## src/rtl/awr_pkg.sv

```systemverilog
package awr_pkg;

  typedef enum logic [1:0] {
    SLOT_CTRL = 2'd0,
    SLOT_SEC  = 2'd1,
    SLOT_LO   = 2'd2,
    SLOT_HI   = 2'd3
  } slot_e;

  // Inclusive block-span test; an inverted span can never be satisfied.
  function automatic logic blk_in_span(input logic en, input logic [31:0] lo,
                                       input logic [31:0] hi, input logic [31:0] blk);
    return en && (blk >= lo) && (blk <= hi);
  endfunction

endpackage

```

## src/rtl/awr_regfile.sv

```systemverilog
module awr_regfile #(
  parameter int NUM_WIN = 8,
  parameter int BLK_W   = 28,
  parameter int TGT_W   = 8,
  parameter int TGT_LSB = 4,
  parameter int REG_AW  = 6,
  parameter logic [TGT_W-1:0] CFG_TGT    = 8'h0F,
  parameter logic [BLK_W-1:0] CFG_LO_BLK = 28'hF000000,
  parameter logic [BLK_W-1:0] CFG_HI_BLK = 28'hF00000F
) (
  input  logic                     clk,
  input  logic                     rst_n,
  input  logic                     wr_en,
  input  logic [REG_AW-1:0]        addr,
  input  logic [31:0]              wdata,
  output logic [31:0]              rdata,
  output logic [NUM_WIN-1:0]       win_en,
  output logic [NUM_WIN*TGT_W-1:0] win_tgt,
  output logic [NUM_WIN-1:0]       win_ws,
  output logic [NUM_WIN-1:0]       win_rs,
  output logic [NUM_WIN*BLK_W-1:0] win_lo,
  output logic [NUM_WIN*BLK_W-1:0] win_hi,
  output logic [TGT_W-1:0]         dflt_tgt
);
  import awr_pkg::*;

  localparam int GLB_IDX = NUM_WIN * 4;
  localparam int SEL_W   = REG_AW - 2;

  slot_e slot;
  assign slot = slot_e'(addr[1:0]);

  logic glb_wr;
  assign glb_wr = wr_en && (addr == REG_AW'(GLB_IDX));

  for (genvar i = 0; i < NUM_WIN; i++) begin : g_win
    if (i == 0) begin : g_fixed
      assign win_en[i]                   = 1'b1;
      assign win_tgt[i*TGT_W +: TGT_W]   = CFG_TGT;
      assign win_ws[i]                   = 1'b0;
      assign win_rs[i]                   = 1'b0;
      assign win_lo[i*BLK_W +: BLK_W]    = CFG_LO_BLK;
      assign win_hi[i*BLK_W +: BLK_W]    = CFG_HI_BLK;
    end else begin : g_prog
      logic             en_q, ws_q, rs_q;
      logic [TGT_W-1:0] tgt_q;
      logic [BLK_W-1:0] lo_q, hi_q;
      logic             sel;
      assign sel = wr_en && (addr[REG_AW-1:2] == SEL_W'(i));

      always_ff @(posedge clk or negedge rst_n) begin
        if (!rst_n) begin
          en_q  <= 1'b0;
          tgt_q <= '0;
          ws_q  <= 1'b0;
          rs_q  <= 1'b0;
          lo_q  <= '0;
          hi_q  <= '0;
        end else if (sel) begin
          case (slot)
            SLOT_CTRL: begin
              en_q  <= wdata[0];
              tgt_q <= wdata[TGT_LSB +: TGT_W];
            end
            SLOT_SEC: begin
              ws_q <= wdata[0];
              rs_q <= wdata[1];
            end
            SLOT_LO: lo_q <= wdata[4 +: BLK_W];
            default: hi_q <= wdata[4 +: BLK_W];
          endcase
        end
      end

      assign win_en[i]                 = en_q;
      assign win_tgt[i*TGT_W +: TGT_W] = tgt_q;
      assign win_ws[i]                 = ws_q;
      assign win_rs[i]                 = rs_q;
      assign win_lo[i*BLK_W +: BLK_W]  = lo_q;
      assign win_hi[i*BLK_W +: BLK_W]  = hi_q;
    end
  end

  always_ff @(posedge clk or negedge rst_n) begin
    if (!rst_n)      dflt_tgt <= '0;
    else if (glb_wr) dflt_tgt <= wdata[TGT_W-1:0];
  end

  always_comb begin
    int ri;
    ri    = int'(addr[REG_AW-1:2]);
    rdata = '0;
    if (ri < NUM_WIN) begin
      case (slot)
        SLOT_CTRL: begin
          rdata[0]                 = win_en[ri];
          rdata[TGT_LSB +: TGT_W]  = win_tgt[ri*TGT_W +: TGT_W];
        end
        SLOT_SEC: begin
          rdata[0] = win_ws[ri];
          rdata[1] = win_rs[ri];
        end
        SLOT_LO: rdata[4 +: BLK_W] = win_lo[ri*BLK_W +: BLK_W];
        default: rdata[4 +: BLK_W] = win_hi[ri*BLK_W +: BLK_W];
      endcase
    end else if (addr == REG_AW'(GLB_IDX)) begin
      rdata[TGT_W-1:0] = dflt_tgt;
    end
  end

endmodule

```

## src/rtl/awr_span_match.sv

```systemverilog
module awr_span_match #(
  parameter int NUM_WIN = 8,
  parameter int BLK_W   = 28
) (
  input  logic [BLK_W-1:0]         blk,
  input  logic [NUM_WIN-1:0]       win_en,
  input  logic [NUM_WIN*BLK_W-1:0] win_lo,
  input  logic [NUM_WIN*BLK_W-1:0] win_hi,
  output logic [NUM_WIN-1:0]       hits
);
  for (genvar i = 0; i < NUM_WIN; i++) begin : g_cmp
    assign hits[i] = awr_pkg::blk_in_span(win_en[i],
                                          32'(win_lo[i*BLK_W +: BLK_W]),
                                          32'(win_hi[i*BLK_W +: BLK_W]),
                                          32'(blk));
  end
endmodule

```

## src/rtl/awr_low_first.sv

```systemverilog
module awr_low_first #(
  parameter int NUM_WIN = 8,
  parameter int WIN_W   = 3
) (
  input  logic [NUM_WIN-1:0] hits,
  output logic               any,
  output logic [WIN_W-1:0]   idx
);
  always_comb begin
    any = |hits;
    idx = '0;
    for (int i = NUM_WIN - 1; i >= 0; i--) begin
      if (hits[i]) idx = WIN_W'(i);
    end
  end
endmodule

```

## src/rtl/addr_window_router.sv

```systemverilog
module addr_window_router #(
  parameter int NUM_WIN = 8,
  parameter int ADDR_W  = 48,
  parameter int TGT_W   = 8,
  parameter int TGT_LSB = 4,
  parameter logic [TGT_W-1:0]    CFG_TGT    = 8'h0F,
  parameter logic [ADDR_W-21:0]  CFG_LO_BLK = 28'hF000000,
  parameter logic [ADDR_W-21:0]  CFG_HI_BLK = 28'hF00000F,
  localparam int BLK_W  = ADDR_W - 20,
  localparam int WIN_W  = (NUM_WIN > 1) ? $clog2(NUM_WIN) : 1,
  localparam int REG_AW = $clog2(NUM_WIN * 4 + 1)
) (
  input  logic              clk,
  input  logic              rst_n,
  input  logic              reg_wr_en,
  input  logic [REG_AW-1:0] reg_addr,
  input  logic [31:0]       reg_wdata,
  output logic [31:0]       reg_rdata,
  input  logic [ADDR_W-1:0] dec_addr,
  output logic [TGT_W-1:0]  dec_target,
  output logic              dec_hit,
  output logic [WIN_W-1:0]  dec_win,
  output logic              dec_wr_secure,
  output logic              dec_rd_secure
);
  logic [NUM_WIN-1:0]       win_en, win_ws, win_rs, hits;
  logic [NUM_WIN*TGT_W-1:0] win_tgt;
  logic [NUM_WIN*BLK_W-1:0] win_lo, win_hi;
  logic [TGT_W-1:0]         dflt_tgt;
  logic [BLK_W-1:0]         dec_blk;
  logic                     unused_offset;

  assign dec_blk       = dec_addr[ADDR_W-1:20];
  assign unused_offset = ^dec_addr[19:0];

  awr_regfile #(
    .NUM_WIN(NUM_WIN), .BLK_W(BLK_W), .TGT_W(TGT_W), .TGT_LSB(TGT_LSB),
    .REG_AW(REG_AW), .CFG_TGT(CFG_TGT), .CFG_LO_BLK(CFG_LO_BLK), .CFG_HI_BLK(CFG_HI_BLK)
  ) u_regs (
    .clk(clk), .rst_n(rst_n), .wr_en(reg_wr_en), .addr(reg_addr), .wdata(reg_wdata),
    .rdata(reg_rdata), .win_en(win_en), .win_tgt(win_tgt), .win_ws(win_ws),
    .win_rs(win_rs), .win_lo(win_lo), .win_hi(win_hi), .dflt_tgt(dflt_tgt)
  );

  awr_span_match #(.NUM_WIN(NUM_WIN), .BLK_W(BLK_W)) u_match (
    .blk(dec_blk), .win_en(win_en), .win_lo(win_lo), .win_hi(win_hi), .hits(hits)
  );

  awr_low_first #(.NUM_WIN(NUM_WIN), .WIN_W(WIN_W)) u_pick (
    .hits(hits), .any(dec_hit), .idx(dec_win)
  );

  always_comb begin
    int w;
    w = int'(dec_win);
    if (dec_hit) begin
      dec_target    = win_tgt[w*TGT_W +: TGT_W];
      dec_wr_secure = win_ws[w];
      dec_rd_secure = win_rs[w];
    end else begin
      dec_target    = dflt_tgt;
      dec_wr_secure = 1'b0;
      dec_rd_secure = 1'b0;
    end
  end

endmodule

```

## config.mk

```make
export PLATFORM = sky130hd
export DESIGN_NAME = addr_window_router
export DESIGN_NICKNAME = d
export VERILOG_FILES = /design/src/rtl/awr_pkg.sv /design/src/rtl/awr_regfile.sv /design/src/rtl/awr_span_match.sv /design/src/rtl/awr_low_first.sv /design/src/rtl/addr_window_router.sv
export SDC_FILE = /design/constraint.sdc
export NUM_CORES = 1
export LEC_CHECK = 0
export BUFFER_PORTS_ARGS = -buffer_cell sky130_fd_sc_hd__buf_4
export CELL_PAD_IN_SITES_DETAIL_PLACEMENT = 0
export CELL_PAD_IN_SITES_GLOBAL_PLACEMENT = 1
export CORE_AREA = 5 5 246 344
export CTS_BUF_LIST = sky130_fd_sc_hd__clkbuf_2
export DETAILED_ROUTE_END_ITERATION = 16
export DIE_AREA = 0 0 251 349
export PLACE_DENSITY_LB_ADDON = 0.1
export SYNTH_ARGS = -nofsm -noshare
export SYNTH_HDL_FRONTEND = slang
export SYNTH_SLANG_ARGS = --single-unit
```

## constraint.sdc

```tcl
create_clock -name clk -period 7.4 [get_ports clk]
set_input_delay 1.48 -clock clk [delete_from_list [all_inputs] [get_ports clk]]
set_output_delay 1.48 -clock clk [all_outputs]
set_load 0.01 [all_outputs]
```

After elaboration in Yosys (flattened, before gate mapping)
Index checks and enable logic that the tools add are counted.
- logic and storage cells: 163
- output and inout port bits: 46
- flip-flop bits (word level): 477
- input port bits: 89
- shifts and indexed selects: 4
- bitwise logic cells: 1
- reductions and logical operators: 55
- muxes and demuxes: 30
- $lt $le $gt $ge: 19
- eq/ne operators: 10
- multipliers: 1
- operators with widths (operator ; number):
    variable part select 224 x 32 -> 28 bit ; 2
    greater-or-equal comparator 28 bit ; 7
    less-or-equal comparator 28 bit ; 7
    variable part select 64 x 7 -> 8 bit ; 1
    variable part select 64 x 8 -> 8 bit ; 1
    AND reduction 2 bit ; 28
    case mux 20 bit (2 select lines) ; 1
    greater-or-equal comparator 28 bit (second input constant) ; 1
    less-or-equal comparator 28 bit (second input constant) ; 1
    two-way mux 24 bit ; 1
    two-way mux 3 bit ; 8
    case mux 8 bit (3 select lines) ; 1
    logical AND 1 bit ; 23
    == test 4 x 3 -> 1 bit (second input constant) ; 4
    two-way mux 8 bit ; 2
    binary-select mux 1 bit (select 3 bit) ; 5
    == test 4 x 2 -> 1 bit (second input constant) ; 2
    < comparator 4 bit (second input constant) ; 2
    two-way mux 1 bit ; 8
    OR reduction 8 bit ; 1
    multiplier 4 x 3 -> 7 bit (second input constant) ; 1
    == test 6 bit (second input constant) ; 1
    == test 4 x 1 -> 1 bit (second input constant) ; 1
    < comparator 3 x 4 -> 1 bit (second input constant) ; 1
    other kinds (9) ; 10

Depth between registers and ports, before layout
- depth after elaboration: 14
- mapped depth: 15

Modules after synthesis
Synthesis repeated with hierarchy kept, for this count alone.
- cells, all modules: 3213
- area total of the unflattened synthesis: 34795.9 µm²
- by module, submodules not included (module ; cells each ; area an instance (µm²) ; times used):
    awr_regfile ; 1573 ; 22708.0 ; 1
    awr_span_match ; 1534 ; 11163.2 ; 1
    addr_window_router ; 93 ; 843.3 ; 1
    awr_low_first ; 13 ; 81.3 ; 1

Worst setup path after synthesis
OpenSTA, ideal clock, no wires.
- path kind: in2out
- start point: in dec_addr[20]
- end point: out dec_target[1]
- path slack: 1.612 ns
- stages: 15
- buffers on the path: 2
- data arrival time: 4.308 ns
- required time: 5.920 ns
- cell sequence: inv_1 ha_1 nor2b_1 o211ai_1 a211oi_1 o41a_1 o2111ai_2 o31ai_1 nand2b_1 o31a_4 buf_6 buf_12 inv_1 nor3_1 o31ai_1
- word-level cells in the longest chain between the ends: 13
- elaborated cells between the ends (all ways): 42
- those cells by class: order compare: 16; shift: 1; mux: 9; reduce/logical: 16
- ends and longest elaborated chain (what ; RTL line ; text):
    from (decl) ; addr_window_router.sv:19 ; input logic [ADDR_W-1:0] dec_addr,
    greater-or-equal comparator 28 bit ; awr_pkg.sv:13 ; return en && (blk >= lo) && (blk <= hi);
    logical AND 1 bit (2 in series) ; awr_pkg.sv:13 ;
    two-way mux 3 bit (7 in series) ; awr_low_first.sv:13 ; if (hits[i]) idx = WIN_W'(i);
    two-way mux 3 bit (*) ; awr_low_first.sv:13 ;
    via dec_win[1] ; addr_window_router.sv:22 ; output logic [WIN_W-1:0] dec_win,
    variable part select 64 x 7 -> 8 bit (*) ; addr_window_router.sv:57 ; dec_target = win_tgt[w*TGT_W +: TGT_W];
    two-way mux 8 bit (*) ; addr_window_router.sv:56 ; if (dec_hit) begin
    to (decl) ; addr_window_router.sv:20 ; output logic [TGT_W-1:0] dec_target,
Mark *: on every way through the listed nets, which the timed path passes. The rest lies on a longest branch.

Worst setup path in the final report
- start point: reg u_regs.g_win[2].g_prog.lo_q[2]
- end point: out dec_target[3]
- word-level cells in the longest chain between the ends: 8
- elaborated cells between the ends (all ways): 9
- those cells by class: order compare: 1; shift: 1; mux: 4; reduce/logical: 3
- ends and longest elaborated chain (what ; RTL line ; text):
    from (decl) ; awr_regfile.sv:47 ; logic [BLK_W-1:0] lo_q, hi_q;
    from (signal assigned) ; awr_regfile.sv:69 ; SLOT_LO: lo_q <= wdata[4 +: BLK_W];
    greater-or-equal comparator 28 bit (*) ; awr_pkg.sv:13 ;
    logical AND 1 bit (*) (2 in series) ; awr_pkg.sv:13 ;
    two-way mux 3 bit (3 in series) ; awr_low_first.sv:13 ;
    variable part select 64 x 7 -> 8 bit ; addr_window_router.sv:57 ;
    two-way mux 8 bit (*) ; addr_window_router.sv:56 ;
Mark *: on every way between the ends. The rest lies on a longest branch, timed or not.

==> impl_results.md <==
* Outcome: finished clean
* Core Region at 81100 sq um
* Max clock buf depth at 3
* Share of layout cells above drive strength 1 at 24.8%
* Fraction of registers with async set/reset at 100%
* M1 GR Usage at 31.4%
* Drt initial violations at 1378
* Worst setup SP type: flop
* Clk_lat worst skew at 1.31 ns
* CTS tree: done
* Worst vdd ir at 136 uV
* Setup violators final at 0
* Post-CTS setup buffers at 0
* Clock sinks at roughly 480
* Die height at 349 um
* Die ar. at 87600 sq um
* Synth warn at 0
* Adder-Cell Fraction of Synth Area at between 15 and 20%
* Area Overhead vs Synth at 11.4%
* Most frequent cell on the critical path: buf_4
* Slew Limit Headroom at 22.1%
* Slew Limit Fails at 0
* CP Buf/Inv Count at 4
* M3 GR Usage at about 4.6%
* Synth top area share at between 30% and 40%
* First-pass GRT wire length at 175 mm
* Total CTS buffers at 137
* Synth Net Count at ~3700
* CP Cell Sequence: inv_1 > ha_1 > a211oi_1 > o21ai_0 > a21oi_1 > o21ai_0 > buf_4 > a22oi_1 > a221o_1 > nand3_2 > nor3_1 > buf_4 > a21oi_1 > o2111a_1 > buf_4
* Met2 Usage GRT at between 40% and 50%
* Final #Nets at around 4000
* Avg WL per Cell at 25.7 um
* Xor/xnor cell area share of the yosys netlist at 0%
* Row cnt at 124
* Syn_area_per_cell at 9.94 sq um
* Largest area contributor in the netlist: dfrtp_1
* Leading cell type in the layout, fill and taps excluded: dfrtp_1
* Post-Synth Simple-Gate Area at 9.40%
* Die X at 251 um
* WP data required at 5.92 ns
* Total global routing overflow at 0
* Final cycle utilization of the critical path at a little over nine tenths
* Initial Utilization at 39.6%
* Distinct cells, synth at 74
* Synthesized area at 32100 sq um
* Initial antenna violation count at 2
* DR pass1 iterations at 5
* Post-synthesis cell count at around 3200
* Post-synth EDFFs at 0
* IO Port Bufs at between 100 and 150
* Critical Path AT at 5.54 ns
* Pwr dens at 218 nW/um^2
* Compound-Gate Fraction of Synth Area at about 14%
* Ranking of synthesized cells by area: dfrtp_1, ha_1, mux2_2
* Mux share of post-synthesis cell area at between 10% and 20%
* Slowest stage delay, CP at 0.77 ns
* H-tree depth at 4
* CP max stage cell: nor3_1
* Clk slew on worst S/H paths at 0.09 ns
* Synth Register Bits at ~480
* # fillers at 7991
* Worst Setup End Kind: output pin
* GR peak layer: met2
* DRC viols at 0
* Commonest non-fill, non-tap cells in the layout: dfrtp_1, inv_1, ha_1, nand2_1, mux2_2
* Leakage at 17.3 nW
* CP Max Fanout at 6
* Clk root buf: clkbuf_2
* Final WL at roughly 120 mm
* Max Clk Rate at 142 MHz
* Final ANT Viol Nets at 0
* Vias at 25900
* Via density at approximately 5.6
* Max-cap violations at 0
* Top Ports at roughly 140
* GRT Total Usage at 26.7%
* Top delay family on crit path: compound AO/OA/AOI/OAI gates
* Largest net degree at the start of global routing at between 150 and 200
* GP Congestion at between 0.8 and 0.9
* Tot Pwr at 7.80 mW
* RSZ-0062 raised after global routing: true
* Crit path kind: reg -> out
* DP Wirelength at 84.7 mm
* Final min period at 7.02 ns
* Hold Vio Cnt, Final at 0
* Worst-Margin Slew at 1.16 ns
* Largest family of logic cells by synthesized area: multiplexers
* Top_reg_cell synth: dfrtp_1
* Layout Utilization at 44.1%
* Setup Skew at 0 ns
* Vias in the first global route at 27200
* Sequential element share of the synthesized area at between 30% and 40%
* Worst hold path class: in -> reg
per-layer routing:
layer | routed length (um) | up-vias
li1 | - | 12000
met1 | 47300 | 12900
met2 | 60100 | 678
met3 | 4640 | 242
met4 | 6090 | 0
met5 | 0 | -
stage by stage:
| stage | cells | setup slack [ns] | hold slack (ns) | instance area (sq um) | TNS, ns |
|---|---|---|---|---|---|
| 6_report | 4592 | 0.378 | 0.395 | 35800 | 0 |
| 5_1_grt | 4592 | -0.0481 | 0.218 | 35800 | -0.106 |
| 4_1_cts | 4583 | 0.194 | 0.237 | 35700 | 0 |
| 3_5_place_dp | 4342 | 0.377 | 0.493 | 34500 | 0 |
| 3_3_place_gp | 4342 | 0.438 | 0.487 | 34500 | 0 |
| 2_1_floorplan | 3229 | 1.61 | 0.479 | 32100 | 0 |
Yosys cell counts (all sizes together) (17+ instances only):
cell type and n:
dfrtp 477, clkbuf 137, inv 395, a21o 42, nor4 17, mux2 343
a21oi 146, nand4 66, o21ai 294, nor2 94, ha 392, nor3 22
a211oi 40, nand3 44, mux4 68, a221oi 26, buf 20, nand2 349
mux2i 32, a22oi 58, o211ai 25
area by class of cell:
class / count / area, sq um / area share (%)
tap: 1071 / 1340 / 3.75
timing repair buffer: 200 / 1580 / 4.42
sequential: 477 / 11900 / 33.4
clock buffer: 204 / 1020 / 2.85
multi-input combinational: 2200 / 18200 / 50.8
clock inverter: 36 / 223 / 0.623
inverter: 395 / 1480 / 4.15
antenna: 9 / 22.5 / 0.0630
path summary, 6_finish.rpt:
path,to,startpoint,depth (start not counted),slack (ns)
worst min-delay path,u_regs.dflt_tgt[3],reg_wdata[3],2,0.40
worst min register to register,u_regs.g_win[1].g_prog.hi_q[22],u_regs.g_win[1].g_prog.hi_q[22],1,0.51
min in group asynchronous,u_regs.g_win[5].g_prog.lo_q[6],rst_n,2,0.68
max in group asynchronous,u_regs.g_win[7].g_prog.ws_q,rst_n,3,5.20
worst max register to register,u_regs.g_win[2].g_prog.en_q,u_regs.g_win[2].g_prog.en_q,1,6.48
worst max-delay path,dec_target[3],u_regs.g_win[2].g_prog.lo_q[2],15,0.38
registers in the layout, summed over array words and instances, names as in the netlist:
| register | count |
|---|---|
| u_regs.g_win.g_prog.rs_q | 7 |
| u_regs.dflt_tgt | 8 |
| u_regs.g_win.g_prog.lo_q | 196 |
| u_regs.g_win.g_prog.en_q | 7 |
| u_regs.g_win.g_prog.tgt_q | 56 |
| u_regs.g_win.g_prog.hi_q | 196 |
| u_regs.g_win.g_prog.ws_q | 7 |
where the power goes:
| part | leakage [nW] | internal [mW] | switching, mW |
|---|---|---|---|
| clock network | 0.974 | 0.837 | 1.24 |
| registers | 5.89 | 3.01 | 0.279 |
| logic | 10.4 | 1.05 | 1.39 |
logic make-up after synthesis:
group	Yosys count
compound gates	709
flops	477
fa+ha+maj	392
mux	443
buf+inv	552
simple gates	656
repair_timing:
item / in CTS / in global routing
hold endpoints to repair: 35 / 0
hold buffers: 1 / 0
resized for setup: 0 / 2
endpoints found under the setup margin: 0 / 2
(Power assumes the default switching activity.)
